File: src/rtl/nip_pkg.sv
package nip_pkg;

    localparam int LVL_N  = 8;
    localparam int CODE_W = $clog2(LVL_N);

    typedef logic [LVL_N-1:0]  lvl_vec_t;
    typedef logic [CODE_W-1:0] lvl_code_t;

    // Result of a priority search over a level vector
    typedef struct packed {
        logic      hit;
        lvl_code_t code;
    } pick_t;

    typedef enum logic [1:0] {
        SEL_REQ  = 2'd0,
        SEL_SVC  = 2'd1,
        SEL_MASK = 2'd2,
        SEL_NONE = 2'd3
    } rd_sel_e;

    // Lowest-numbered set bit wins (level 0 is most urgent)
    function automatic pick_t pick_first(lvl_vec_t v);
        pick_t p;
        p.hit  = 1'b0;
        p.code = '0;
        for (int i = LVL_N - 1; i >= 0; i--) begin
            if (v[i]) begin
                p.hit  = 1'b1;
                p.code = lvl_code_t'(i);
            end
        end
        return p;
    endfunction

    function automatic lvl_vec_t code_to_vec(lvl_code_t c);
        return lvl_vec_t'(1) << c;
    endfunction

endpackage

File: src/rtl/nip_req_reg.sv
module nip_req_reg
    import nip_pkg::*;
(
    input  logic     clk,
    input  logic     rst,
    input  lvl_vec_t lines,
    input  lvl_vec_t clr_vec,
    output lvl_vec_t req_q
);

    // One sticky bit per level: set by its line, cleared by a grant
    for (genvar g = 0; g < LVL_N; g++) begin : g_bit
        always_ff @(posedge clk) begin
            if (rst) begin
                req_q[g] <= 1'b0;
            end else begin
                req_q[g] <= (req_q[g] | lines[g]) & ~clr_vec[g];
            end
        end
    end

endmodule

File: src/rtl/nip_svc_reg.sv
module nip_svc_reg
    import nip_pkg::*;
(
    input  logic     clk,
    input  logic     rst,
    input  lvl_vec_t set_vec,
    input  logic     eoi,
    output lvl_vec_t svc_q,
    output pick_t    svc_top
);

    lvl_vec_t eoi_clr;

    always_comb begin
        svc_top = pick_first(svc_q);
        eoi_clr = '0;
        if (eoi && svc_top.hit) begin
            eoi_clr = code_to_vec(svc_top.code);
        end
    end

    // Retire the most urgent level, then add any newly granted one
    always_ff @(posedge clk) begin
        if (rst) begin
            svc_q <= '0;
        end else begin
            svc_q <= (svc_q & ~eoi_clr) | set_vec;
        end
    end

endmodule

File: src/rtl/nip_resolver.sv
module nip_resolver
    import nip_pkg::*;
(
    input  lvl_vec_t req_q,
    input  lvl_vec_t mask_q,
    input  pick_t    svc_top,
    output pick_t    win,
    output logic     qualify
);

    always_comb begin
        win     = pick_first(req_q & ~mask_q);
        qualify = win.hit && (!svc_top.hit || (win.code < svc_top.code));
    end

endmodule

File: src/rtl/nip_top.sv
module nip_top
    import nip_pkg::*;
(
    input  logic              clk,
    input  logic              rst,
    input  logic [LVL_N-1:0]  irq_lines,
    output logic              int_req,
    input  logic              ack_strobe,
    output logic              ack_valid,
    output logic [CODE_W-1:0] ack_code,
    input  logic              eoi_strobe,
    input  logic              cfg_wr,
    input  logic [LVL_N-1:0]  cfg_wdata,
    input  logic [1:0]        rd_sel,
    output logic [LVL_N-1:0]  rd_data
);

    lvl_vec_t  irr_q;
    lvl_vec_t  isr_q;
    lvl_vec_t  mask_q;
    lvl_vec_t  grant_vec;
    pick_t     svc_top;
    pick_t     win;
    logic      qualify;
    logic      take;
    logic      int_q;
    logic      ack_v_q;
    lvl_code_t ack_c_q;

    nip_req_reg u_req (
        .clk     (clk),
        .rst     (rst),
        .lines   (irq_lines),
        .clr_vec (grant_vec),
        .req_q   (irr_q)
    );

    nip_svc_reg u_svc (
        .clk     (clk),
        .rst     (rst),
        .set_vec (grant_vec),
        .eoi     (eoi_strobe),
        .svc_q   (isr_q),
        .svc_top (svc_top)
    );

    nip_resolver u_res (
        .req_q   (irr_q),
        .mask_q  (mask_q),
        .svc_top (svc_top),
        .win     (win),
        .qualify (qualify)
    );

    always_comb begin
        take      = ack_strobe && qualify;
        grant_vec = take ? code_to_vec(win.code) : '0;
    end

    always_ff @(posedge clk) begin
        if (rst) begin
            mask_q  <= '0;
            int_q   <= 1'b0;
            ack_v_q <= 1'b0;
            ack_c_q <= '0;
        end else begin
            if (cfg_wr) begin
                mask_q <= cfg_wdata;
            end
            int_q   <= ack_strobe ? 1'b0 : qualify;
            ack_v_q <= take;
            if (take) begin
                ack_c_q <= win.code;
            end
        end
    end

    always_comb begin
        unique case (rd_sel_e'(rd_sel))
            SEL_REQ:  rd_data = irr_q;
            SEL_SVC:  rd_data = isr_q;
            SEL_MASK: rd_data = mask_q;
            default:  rd_data = '0;
        endcase
    end

    assign int_req   = int_q;
    assign ack_valid = ack_v_q;
    assign ack_code  = ack_c_q;

endmodule

File: config.mk
export PLATFORM = sky130hd
export DESIGN_NAME = nip_top
export DESIGN_NICKNAME = d
export VERILOG_FILES = /design/src/rtl/nip_pkg.sv /design/src/rtl/nip_req_reg.sv /design/src/rtl/nip_svc_reg.sv /design/src/rtl/nip_resolver.sv /design/src/rtl/nip_top.sv
export SDC_FILE = /design/constraint.sdc
export NUM_CORES = 1
export LEC_CHECK = 0
export BUFFER_PORTS_ARGS = -buffer_cell sky130_fd_sc_hd__buf_2
export CORE_MARGIN = 2
export CORE_UTILIZATION = 27
export CTS_CLUSTER_SIZE = 24
export DETAILED_ROUTE_END_ITERATION = 7
export GPL_ROUTABILITY_DRIVEN = 0
export SYNTH_ARGS = -nofsm -noshare
export SYNTH_HDL_FRONTEND = slang
export SYNTH_SLANG_ARGS = --single-unit
File: constraint.sdc
create_clock -name clk -period 2.3 [get_ports clk]
set_clock_uncertainty 0.05 [all_clocks]
set_input_delay 0.115 -clock clk [delete_from_list [all_inputs] [get_ports clk]]
set_output_delay 0.115 -clock clk [all_outputs]
set_load 0.005 [all_outputs]
# Word-level counts from Yosys, hierarchy flattened
# Cells that the tools add are included.
[totals] register_bits=29 input_bits=23 output_inout_bits=13 elab_cells=73
[op_classes] magnitude_cmp=1 n_eq_ne=2 shift=2 mux=19 bitwise=29 reduce_logical=7
[op_table] operator="$mux 4" n=16
[op_table] operator="$pmux 8 s3" n=1
[op_table] operator="$and 8x8->8" n=2
[op_table] operator="$mux 8" n=2
[op_table] operator="$not 8->8" n=2
[op_table] operator="$shl 1x3->8 const A" n=2
[op_table] operator="$and 1x1->1" n=8
[op_table] operator="$not 1->1" n=8
[op_table] operator="$or 1x1->1" n=8
[op_table] operator="$or 8x8->8" n=1
[op_table] operator="$logic_and 1x1->1" n=3
[op_table] operator="$lt 3x3->1" n=1
[op_table] operator="$eq 2x1->1 const B" n=1
[op_table] operator="$eq 2x2->1 const B" n=1
[op_table] operator="$logic_not 2->1" n=1
[op_table] operator="$reduce_or 2->1" n=1
[op_table] operator="$logic_not 1->1" n=1
[op_table] operator="$logic_or 1x1->1" n=1

# Logic depth before layout (Yosys ltp)
[depth] depth_word=17 mapped_depth=11 depth_no_buf=11

# Hierarchy
# Synthesis repeated with hierarchy kept, for this count alone.
[hier_totals] hier_cells=183 area_unflattened_um2=1629.1
[by_module_without_submodules] module="nip_top" instances=1 cells_each=77 area_each_um2=730.7 seq_area_each_um2=260.2
[by_module_without_submodules] module="nip_svc_reg" instances=1 cells_each=48 area_each_um2=376.6 seq_area_each_um2=160.2
[by_module_without_submodules] module="nip_req_reg" instances=1 cells_each=25 area_each_um2=287.8 seq_area_each_um2=160.2
[by_module_without_submodules] module="nip_resolver" instances=1 cells_each=33 area_each_um2=234.0 seq_area_each_um2=0.0

# Worst setup path before layout
# OpenSTA, ideal clock, no wires.
[synth_path] path_type="register -> register" from="register mask_q[5]" to="register u_req.req_q[3]" setup_time_ps=117 arrival_time_ps=2179 required_time_ps=2133 slack_ps=-45 stages_incl_launch_ff=12 path_buffers=0 synth_period_minus_slack_ps=2345 path_cell_list="dfxtp_1 > and2b_4 > nor4b_1 > nand3b_1 > inv_1 > ha_1 > a21oi_1 > a32o_2 > nand2_1 > nor2_4 > nand3_1 > o211a_1"
[synth_lines] item="start, declared" line_no="nip_top.sv:20" text="lvl_vec_t mask_q;"
[synth_lines] item="start signal, assigned" line_no="nip_top.sv:68" text="mask_q <= cfg_wdata;"
[synth_lines] item="end signal, assigned by index" line_no="nip_req_reg.sv:17" text="req_q[g] <= (req_q[g] | lines[g]) & ~clr_vec[g];"
[synth_lines] item="end, declared" line_no="nip_req_reg.sv:8" text="output lvl_vec_t req_q"

==> results.md <==
Logic synthesis:
- For this run, asynchronously set or reset flops after synthesis account for 0%.
- The synthesized design contains 0 enable-type register cells.
- After synthesis, the largest family of logic cells by area is compound AO/OA/AOI/OAI gates.
- The adder-cell share of the synthesized area is 1.56%.
- The number of nets in the synthesized netlist is 207.
- Among all flip-flop cells after synthesis, the most frequent one is dfxtp_1.
- The Yosys warning count is 0.
- The xor/xnor share of the synthesized area is 0%.
- The synthesized area per cell is 8.79 sq um.
- Yosys mapped the design onto 46 distinct sky130hd cell types.
- The count of mapped cells out of synthesis is 182.
- The fraction of the mapped netlist area in compound gates is 24.9%.
- Summing every instance area after synthesis gives 1600 sq um.
- The share of the yosys chip area belonging to registers is 36.3%.
- The simple-gate share of the synthesized area is 23.5%.
- The number of synthesized register bits is 29.
- The fraction of synthesized area in multiplexers is 10.0%.

Clock tree:
- The CTS H-tree depth is 2.
- The clock network latency to the later pin of the worst-skew pair is 0.28 ns.
- TritonCTS built the clock tree.
- The clock slew seen by the registers of the worst setup and hold paths is 0.06 ns.
- Counting the buffers created by CTS gives 5.
- The cell chosen for the clock root is clkbuf_8.
- In this run the deepest clock path goes through 2 buffers.
- For this design, the sink count on the clock tree is 29.

Setup path:
- The worst setup path is of the reg -> reg kind.
- The startpoint of the worst register-to-register path is mask_q[5].
- STA classifies the critical path startpoint as a flop.
- The launch point of the worst path is mask_q[5].
- The slowest cell on the critical path is dfxtp_2.
- Of all nets on the critical path, the largest fanout is 3.
- The required time reported for the critical path endpoint is 2.48 ns.
- STA classifies the critical path endpoint as a flop.
- Measured in cells, the most critical reg-to-reg path has a length of 11.
- Walking the worst path, the cells encountered are and2b_4, nor4b_4, nand3b_1, inv_2, ha_4, nand2_1, a32o_2, buf_4, a21o_1, nand3_2, o211a_1.
- The largest delay contributor family on the critical path is simple AND/OR/NAND/NOR gates.
- The critical path crosses 11 cells after its start point.
- The buffering stage count on the worst path with inverters included is 2.
- In this design, the stage delay of the slowest critical-path cell is 0.32 ns.
- STA puts the critical path data arrival time at 2.43 ns.

Timing:
- Of the available clock period, the critical path in the final layout requires 98.0%.
- The transition at the pin with the smallest max-transition slack is 0.537 ns.
- For this run, the top clock speed supported by timing is 443 MHz.
- The post-layout minimum cycle time is 2.25 ns.
- Setup violations remaining at the end of the flow were counted as 0.
- Measured against its own limit, the worst slew margin works out to 64.1%.
- Setup repair after global routing could not meet its margin everywhere.
- The worst hold margin is 0.00324 ns.
- The number of hold violations in the final report is 0.
- The final max-slew violation count is 0.

Detailed routing:
- The total iterations of the first detailed-routing run is 4.
- In the routed layout, each cell is associated on average with a via count of 4.77.
- The number of nets with antenna violations after routing is 0.
- The post-detailed-route DRC marker count is 0.
- Wires add up to 4200 microns.
- The number of vias in the routed layout is 1537.
- The number of DRC markers after the initial detailed-route iteration is 63.
- After detailed routing, the met3 layer carries 174 microns of wire.
- In the final routed layout, each cell accounts on average for 13.0 microns.
- The detailed-route wire length on metal 1 is 1960 microns.
- The detailed router used layers up to and including met4.
- The met2 wire length is 2020 microns.

Floorplan:
- The die span in y is 81.0 microns.
- The core region is 5820 sq um.
- The die is 81.0 microns wide.
- The initial utilization of the core area, before any placement, comes to 27.5%.
- The die area is 6560 sq um.
- The site row count is 28.
- Pin placement for this block handled 36 I/O pins.

Cells and area:
- Relative to the synthesized area, the layout overhead comes to 37.5%.
- With fillers left out, the area of the finished cells amounts to 2200 sq um.
- The count of nets after finishing is 271.
- Cells with a size suffix above 1 make up 39.7% of the layout.
- 0 antenna diodes ended up in the layout.
- The finished layout holds 322 standard cells, fillers aside.

Pwr:
- The leakage power total is 0.00102 uW.
- The total net switching power is 461 uW.
- The internal power is 1010 uW.
- Combinational logic burns 33.4% of the power.
- The largest voltage drop on the vdd net is 0.000361 V.
- In this run switching power makes up 31.4% of total power.
- The clock network burns 27.4% of the power.
- The power density relative to cell area is 668 nW/um^2.
- Sequential cells account for 39.2% of the total power.
- The design draws 1470 uW.

Worst hold path:
- In this run the most critical hold path is launched from irq_lines[7].
- The count of cells along the worst hold path is 2.
- The path type of the worst min-delay path is in -> reg.

Placed design:
- In this run, placement finished with an instance count of 310.
- Summing all placed instances gives a cell area of 2020 sq um.
- The number of buffer cells added on primary ports is 35.
- After legalization and detailed placement, the total HPWL measured 3350 microns.

Outcome:
- The run finished with clean final reports.

Global routing:
- Summed over all layers, the global routing overflow is 0.
- The number of global-route vias before repair is 1437.
- The total global routing track utilization is 13.8%.
- The initial antenna violation count is 0.
- The largest net degree at the start of global routing is 24.
- The first-pass GRT wire length is 6840 microns.

Flow run:
- The total of max-cap violations is 0.
## synthesized netlist by cell type, drive strengths merged, types with 2 or more instances
cell	n	area, sq um
and2b	3	27.5
nand3	3	15.0
o211ai	2	15.0
clkbuf	6	33.8
ha	2	25.0
o41ai	2	17.5
o21ai	18	90.1
mux2i	16	160
inv	6	22.5
nand2	22	82.6
nor2b	6	52.6
nor2	18	75.1
dfxtp	29	581
nor4	2	18.8
o211a	8	87.6
a21oi	14	85.1
or2b	2	15.0
nor3	3	15.0
nand2b	4	25.0
## path summary, 6_finish.rpt
path / to / slack, ns
hold reg to reg: ack_code[0] / 0.43
setup / recovery: u_req.req_q[0] / 0.05
setup reg to reg: u_req.req_q[0] / 0.05
hold / removal: u_req.req_q[7] / 0.003
## layout by cell type, fill, tap and decap left out, types with 2 or more instances in the layout
cell type  netlist  final
nand2b_1         4      4
o21ai_2          0      2
a21oi_1         12     11
o41ai_1          2      2
nand3_2          0      2
nor2b_1          4      4
inv_1            5      4
nor2b_4          2      2
o211ai_1         2      2
buf_4            0     27
and2b_2          2      2
nand2_2          0      3
dfxtp_1         29     27
or2b_1           2      2
nand2_1         22     19
dfxtp_2          0      2
clkbuf_1         4      3
nor3_1           3      3
a21oi_2          1      2
mux2i_1         16     16
o21ai_1          3      2
nor2_1          17     17
inv_2            1      2
clkbuf_8         1      5
buf_2            0     35
o21ai_0         15     14
o211a_1          7      7
## stage by stage
stage	setup slack (ns)	utilization [%]	setup TNS (ns)
final	0.0451	37.8	0
after CTS	0.00146	37.3	0
after floorplan	0.00451	-	0
after global placement	-0.0722	34.8	-0.451
after global routing	-0.0350	37.8	-0.205
after detailed placement	-0.107	34.8	-0.846
## final cells by class
type,count,area (sq um)
clock buffers,8,80.1
inverters,7,26.3
fillers,640,3620
well taps,75,93.8
multi-input cells,140,1030
repair buffers,63,388
flip-flops and latches,29,583
## power groups by stage
stage / Sequential, uW / Clock, uW / Combinational [uW]
6_report: 576 / 403 / 491
5_1_grt: 581 / 442 / 540
4_1_cts: 576 / 410 / 481
3_5_place_dp: 586 / 0 / 446
3_3_place_gp: 586 / 0 / 442
2_1_floorplan: 582 / 0 / 278
## cells by family (layout without fill, tap and decap cells)
| kind of cell | count (synthesis) | count (layout) |
|---|---|---|
| DFF | 29 | 29 |
| adders and majority gates | 2 | 2 |
| muxes | 16 | 16 |
| AOI/OAI and AO/OA | 53 | 53 |
| buffers and inverters | 13 | 78 |
| and+or+nand+nor | 69 | 69 |
## timing repair
item	CTS	global route
hold buffers	1	0
pin swaps	5	6
gates cloned	0	0
endpoints found under the hold margin	1	0
endpoints found under the setup margin	20	21
buffers inserted	1	2
resized for setup	12	4
## state kept, by name, indices dropped and copies added (netlist names)
name	cells
ack_valid	1
u_req.req_q	8
u_svc.svc_q	8
int_req	1
mask_q	8
ack_code	3
## routing by layer
layer | track usage [%] | vias to the layer above
met5 | 0 | -
met3 | 4.22 | 5
met1 | 17.2 | 717
met2 | 22.7 | 32
met4 | 4.58 | 0
li1 | - | 783
(Power assumes the default switching activity.)
